`src/rtl/edge_irq_pkg.sv`:
```
package edge_irq_pkg;
    localparam int EDGE_RISE = 0;
    localparam int EDGE_FALL = 1;
    localparam int EDGE_BOTH = 2;

    typedef enum logic [1:0] {
        OFS_DATA   = 2'd0,
        OFS_UNUSED = 2'd1,
        OFS_ENABLE = 2'd2,
        OFS_CAPT   = 2'd3
    } reg_ofs_e;
endpackage

```
`src/rtl/edge_irq_detect.sv`:
```
module edge_irq_detect #(
    parameter int WIDTH    = 4,
    parameter int EDGE_SEL = 1
) (
    input  logic             clk,
    input  logic             rst_n,
    input  logic [WIDTH-1:0] pin_in,
    output logic [WIDTH-1:0] level,
    output logic [WIDTH-1:0] hit
);
    import edge_irq_pkg::*;

    logic [WIDTH-1:0] meta_q;
    logic [WIDTH-1:0] sync_q;
    logic [WIDTH-1:0] prev_q;

    always_ff @(posedge clk or negedge rst_n) begin
        if (!rst_n) begin
            meta_q <= '0;
            sync_q <= '0;
            prev_q <= '0;
        end else begin
            meta_q <= pin_in;
            sync_q <= meta_q;
            prev_q <= sync_q;
        end
    end

    assign level = sync_q;

    generate
        if (EDGE_SEL == EDGE_RISE) begin : g_rise
            assign hit = sync_q & ~prev_q;
        end else if (EDGE_SEL == EDGE_FALL) begin : g_fall
            assign hit = ~sync_q & prev_q;
        end else begin : g_both
            assign hit = sync_q ^ prev_q;
        end
    endgenerate
endmodule

```
`src/rtl/edge_irq_capture.sv`:
```
module edge_irq_capture #(
    parameter int WIDTH = 4
) (
    input  logic             clk,
    input  logic             rst_n,
    input  logic [WIDTH-1:0] hit,
    input  logic             clr_en,
    input  logic [WIDTH-1:0] clr_bits,
    output logic [WIDTH-1:0] capt
);
    logic [WIDTH-1:0] capt_d;

    always_comb begin
        capt_d = capt;
        if (clr_en) begin
            capt_d = capt_d & ~clr_bits;
        end
        capt_d = capt_d | hit;
    end

    always_ff @(posedge clk or negedge rst_n) begin
        if (!rst_n) begin
            capt <= '0;
        end else begin
            capt <= capt_d;
        end
    end
endmodule

```
`src/rtl/edge_irq_port.sv`:
```
module edge_irq_port #(
    parameter int WIDTH     = 4,
    parameter int EDGE_SEL  = 1,
    parameter bit BIT_CLEAR = 1'b1
) (
    input  logic             clk,
    input  logic             rst_n,
    input  logic [WIDTH-1:0] pin_in,
    input  logic [1:0]       bus_addr,
    input  logic             bus_wr,
    input  logic [WIDTH-1:0] bus_wdata,
    output logic [WIDTH-1:0] bus_rdata,
    output logic             irq
);
    import edge_irq_pkg::*;

    logic [WIDTH-1:0] level;
    logic [WIDTH-1:0] hit;
    logic [WIDTH-1:0] capt;
    logic [WIDTH-1:0] enable_q;
    logic [WIDTH-1:0] clr_bits;
    logic             clr_en;
    reg_ofs_e         ofs;

    assign ofs = reg_ofs_e'(bus_addr);

    edge_irq_detect #(.WIDTH(WIDTH), .EDGE_SEL(EDGE_SEL)) u_detect (
        .clk    (clk),
        .rst_n  (rst_n),
        .pin_in (pin_in),
        .level  (level),
        .hit    (hit)
    );

    assign clr_en = bus_wr && (ofs == OFS_CAPT);

    generate
        if (BIT_CLEAR) begin : g_bitclr
            assign clr_bits = bus_wdata;
        end else begin : g_allclr
            assign clr_bits = '1;
        end
    endgenerate

    edge_irq_capture #(.WIDTH(WIDTH)) u_capture (
        .clk      (clk),
        .rst_n    (rst_n),
        .hit      (hit),
        .clr_en   (clr_en),
        .clr_bits (clr_bits),
        .capt     (capt)
    );

    always_ff @(posedge clk or negedge rst_n) begin
        if (!rst_n) begin
            enable_q <= '0;
        end else if (bus_wr && (ofs == OFS_ENABLE)) begin
            enable_q <= bus_wdata;
        end
    end

    always_comb begin
        unique case (ofs)
            OFS_DATA:   bus_rdata = level;
            OFS_ENABLE: bus_rdata = enable_q;
            OFS_CAPT:   bus_rdata = capt;
            default:    bus_rdata = '0;
        endcase
    end

    assign irq = |(capt & enable_q);
endmodule

```
`config.mk`:
```
export PLATFORM = sky130hd
export DESIGN_NAME = edge_irq_port
export DESIGN_NICKNAME = d
export VERILOG_FILES = /design/src/rtl/edge_irq_pkg.sv /design/src/rtl/edge_irq_detect.sv /design/src/rtl/edge_irq_capture.sv /design/src/rtl/edge_irq_port.sv
export SDC_FILE = /design/constraint.sdc
export NUM_CORES = 1
export LEC_CHECK = 0
export CORE_MARGIN = 2
export CORE_UTILIZATION = 25
export CTS_BUF_LIST = sky130_fd_sc_hd__clkbuf_8
export DETAILED_ROUTE_END_ITERATION = 10
export PLACE_DENSITY = 0.53
export SYNTH_ARGS = -nofsm -noshare
export SYNTH_HDL_FRONTEND = slang
export SYNTH_SLANG_ARGS = --single-unit
```
`constraint.sdc`:
```
create_clock -name clk -period 4.4 [get_ports clk]
set_input_delay 1.32 -clock clk [delete_from_list [all_inputs] [get_ports clk]]
set_output_delay 1.32 -clock clk [all_outputs]
set_load 0.005 [all_outputs]
```
* Word level (Yosys, flattened, before mapping) *
Cells that the tools add are included.

word-level totals
  register bits after elaboration = 20
  latch bits = 0
  memory bits (writable) = 0
  ROM bits = 0
  word-level logic and storage cells = 19
  memories kept = 0

cells by class
  $add $sub $neg = 0
  multiply operators = 0
  divide/modulo/power cells = 0
  order comparisons = 0
  eq/ne operators = 2
  shift operators = 0
  multiplexer cells = 2
  bitwise gates (word level) = 6
  reduce and logical (&&, ||, !) cells = 4

operators by type and width
  kind                                  count
  AND 4 bit                             3
  case mux 4 bit (3 select lines)       1
  NOT 4 bit                             2
  == test 2 bit, second input constant  2
  two-way mux 4 bit                     1
  bitwise OR 4 bit                      1
  OR reduction 4 bit                    1
  logical AND 1 bit                     2
  zero test 2 bit                       1

* Longest topological paths before layout *
  depth after elaboration = 4
  gate-level depth with buffers = 3

* Hierarchy *
Synthesis repeated with hierarchy kept, for this count alone.

second synthesis, totals
  cells, all modules = 51
  area, all modules = 789.5 um^2

by module, submodules not included
  module            instances  cells each  area each (um^2)  seq. area each (um^2)
  edge_irq_detect   1          16          355.3             300.3
  edge_irq_port     1          23          289.0             100.1
  edge_irq_capture  1          12          145.1             100.1

* Worst setup path before layout *
OpenSTA, ideal clock, no wires.

  path type = in2out
  start point = in bus_addr[0]
  end point = out bus_rdata[1]
  data arrival time = 1.953 ns
  required time = 3.080 ns
  slack = 1.127 ns
  stages on the path = 3
  path buffers = 1
  path through = buf_6 > mux2_4 > a22o_1

on the way
  longest elaborated chain between the ends = 2
  elaborated cells between the ends (all ways) = 4

RTL lines
  element                                           RTL line             source
  start, declared                                   edge_irq_port.sv:9   input logic [1:0] bus_addr,
  == test 2 bit or zero test 2 bit (tied branches)  edge_irq_port.sv:63  unique case (ofs)
  case mux 4 bit (3 select lines) *                 edge_irq_port.sv:63
  end, declared                                     edge_irq_port.sv:12  output logic [WIDTH-1:0] bus_rdata,

Mark *: on every way between the ends. The rest lies on a longest branch, timed or not.

* Final worst setup path *
Same ends and word-level chain as after synthesis.

==> run summary <==
Final setup viols -> 0
HP Class -> reg2reg
Arrival @ worst endpoint -> 2.95 ns
Crit Path Category -> in2out
vias in the first global route -> 519
Via-to-Cell Ratio -> 4.698
root buffer cell -> clkbuf_8
Pre-Repair DR Iteration Count -> 4
cell mode on critical path -> clkdlybuf4s50_1
syn_nets -> 64
Synth top area share -> 0.6557
synthesized netlist cell count -> 51
post-cts sizing count -> 0
Pleak -> 0.4652 nW
synth top area cells -> dfrtp_1 (66%), mux2_2 (10%), a22o_1 (9.2%)
Syn-to-layout area delta -> 37.38%
pins over their slew limit -> 0
syn avg cell area -> 14.97 um2
VDD IR max -> 0.0002081 V
Clock Tree Buf Depth -> 2
CTS tree -> built
clock skew -> 0.0002340 ns
Crit Path Max Fanout -> 10
number of diodes -> 0
distinct cell type count after synthesis -> 12
H-tree level count -> 1
Fin Setup TNS -> 0 ns
Num CTS Buffers -> 3
most common cell after layout, fill and taps aside -> dfrtp_1
Tcrit/Tclk final -> 0.9703
fin util -> 0.3521
clk_lat worst skew -> 0.25 ns
CORE AREA -> 2978 um2
CP Capture Type -> primary output
chip height -> 59.26 um
Pwr per Cell Area -> 393.7 nW/um2
postcts setup bufs -> 0
Routed Wire Length -> 1413 um
Seq/Total Area, Yosys -> 0.6557
post-layout minimum cycle time -> 4.269 ns
Rows -> 20
initial antenna violation count -> 0
largest stage delay on the critical path -> 0.51 ns
detailed-route via count -> 498
Initial Util -> 0.2563
post-route ant nets -> 0
Final Net Count -> 87
CP cell instances -> clkdlybuf4s50_1 -> buf_12 -> mux2_4 -> a22o_1 -> clkdlybuf4s50_1
share of layout cells above drive strength 1 -> 0.2192
Hold Fails Final Rpt -> 0
finished layout cell area -> 1049 um2
die width -> 59.26 um
Netlist Area Pre-Place -> 763.2 um2
first-pass GRT wire length -> 2449 um
Residual DRC -> 0
drt wl/cell -> 13.33 um
Critical Path RT -> 3.08 ns
# port buffers -> 17
status -> finished, final reports clean
max_cap viols -> 0
Top delay family on crit path -> buffers and inverters
critical path's slowest cell -> clkdlybuf4s50_1
Filler cells -> 294
crit path buf inv count -> 3
unrepaired setup endpoints after global routing -> false
CTS Hold Bufs -> 0
Die Area -> 3511 um2
total grt overflow -> 0
Max Freq -> 234.2 MHz
area leader, netlist -> dfrtp_1
Synth Warn # -> 0
number of I/O pins -> 18
Startpoint Class -> primary input
number of synthesized register bits -> 20
hpwl dp -> 998.5 um
clock sinks -> 20
CTS clk-pin slew, worst paths -> 0.07 ns
worst rel slew slack -> 0.4154
dpl cell area -> 993.5 um2
Iteration-0 DRC Markers -> 5
GPL Wtd Cong -> 0.7124
most frequent cells in the layout -> dfrtp_1 (20), clkdlybuf4s50_1 (17), a22o_1 (8), mux2_2 (7)
Slew @ Worst Pin -> 0.8742 ns
largest net degree at the start of global routing -> 21
gr usage total -> 0.09772
## stage by stage
stage	total power, mW	hold slack [ns]	setup WS (ns)	instances
floorplan	0.2424	0.3312	1.127	51
global placement	0.2792	0.3335	0.1444	102
detailed placement	0.2807	0.3381	0.1463	102
CTS	0.4196	0.3553	0.1183	106
global route	0.4324	0.3596	0.07429	106
finish	0.4128	0.3512	0.1305	106
## final cells by class
type | instances | area [um2] | share of cell area
clock buffers | 4 | 55.05 | 0.05251
well taps | 33 | 41.29 | 0.03938
multi-input cells | 25 | 231.5 | 0.2208
inverters | 4 | 15.01 | 0.01432
repair buffers | 20 | 205.2 | 0.1957
flip-flops and latches | 20 | 500.5 | 0.4773
## synthesized netlist by cell type
library cell,number
nand2_1,1
dfrtp_1,20
nand4_1,4
nand3b_4,1
buf_2,1
a22o_1,8
a22oi_1,2
inv_1,4
mux2_4,1
mux2_2,7
nor2_1,1
buf_6,1
## kinds of logic (layout without fill, tap and decap cells)
kind of cell,after synthesis,count (layout),synth area share
AND/OR/NAND/NOR,7,7,0.06884
flip-flops,20,20,0.6557
AO/OA/AOI/OAI,10,10,0.1115
multiplexers,8,8,0.1230
buffers and inverters,6,28,0.04097
## power by group
group / switching, mW / leakage [nW] / internal, mW / total, mW
clock: 0.0575 / 0.0288 / 0.0796 / 0.137
combinational: 0.0220 / 0.210 / 0.0435 / 0.0655
sequential: 0.0104 / 0.226 / 0.200 / 0.210
## state kept, by name, summed over array words and instances (netlist names)
name and flops:
u_detect.meta_q 4, enable_q 4, u_detect.level 4, u_detect.prev_q 4, u_capture.capt 4
## layer usage
layer / vias up / global-route usage / share of wire
met5: - / 0 / 0
met4: 0 / 0.07792 / 0.024
met3: 4 / 0.01310 / 0.036
met2: 14 / 0.1303 / 0.49
met1: 251 / 0.1395 / 0.45
li1: 229 / - / -
## path summary, 6_finish.rpt
kind	from	to	slack, ns	depth (start not counted)
worst min register to register	u_detect.meta_q[2]	u_detect.level[2]	0.35	0
worst max register to register	enable_q[1]	enable_q[1]	3.62	1
worst min-delay path	u_detect.meta_q[2]	u_detect.level[2]	0.35	0
max in group asynchronous	rst_n	u_capture.capt[3]	2.30	1
min in group asynchronous	rst_n	u_detect.meta_q[0]	1.55	1
worst max-delay path	bus_addr[0]	bus_rdata[1]	0.13	5
(Power assumes the default switching activity.)
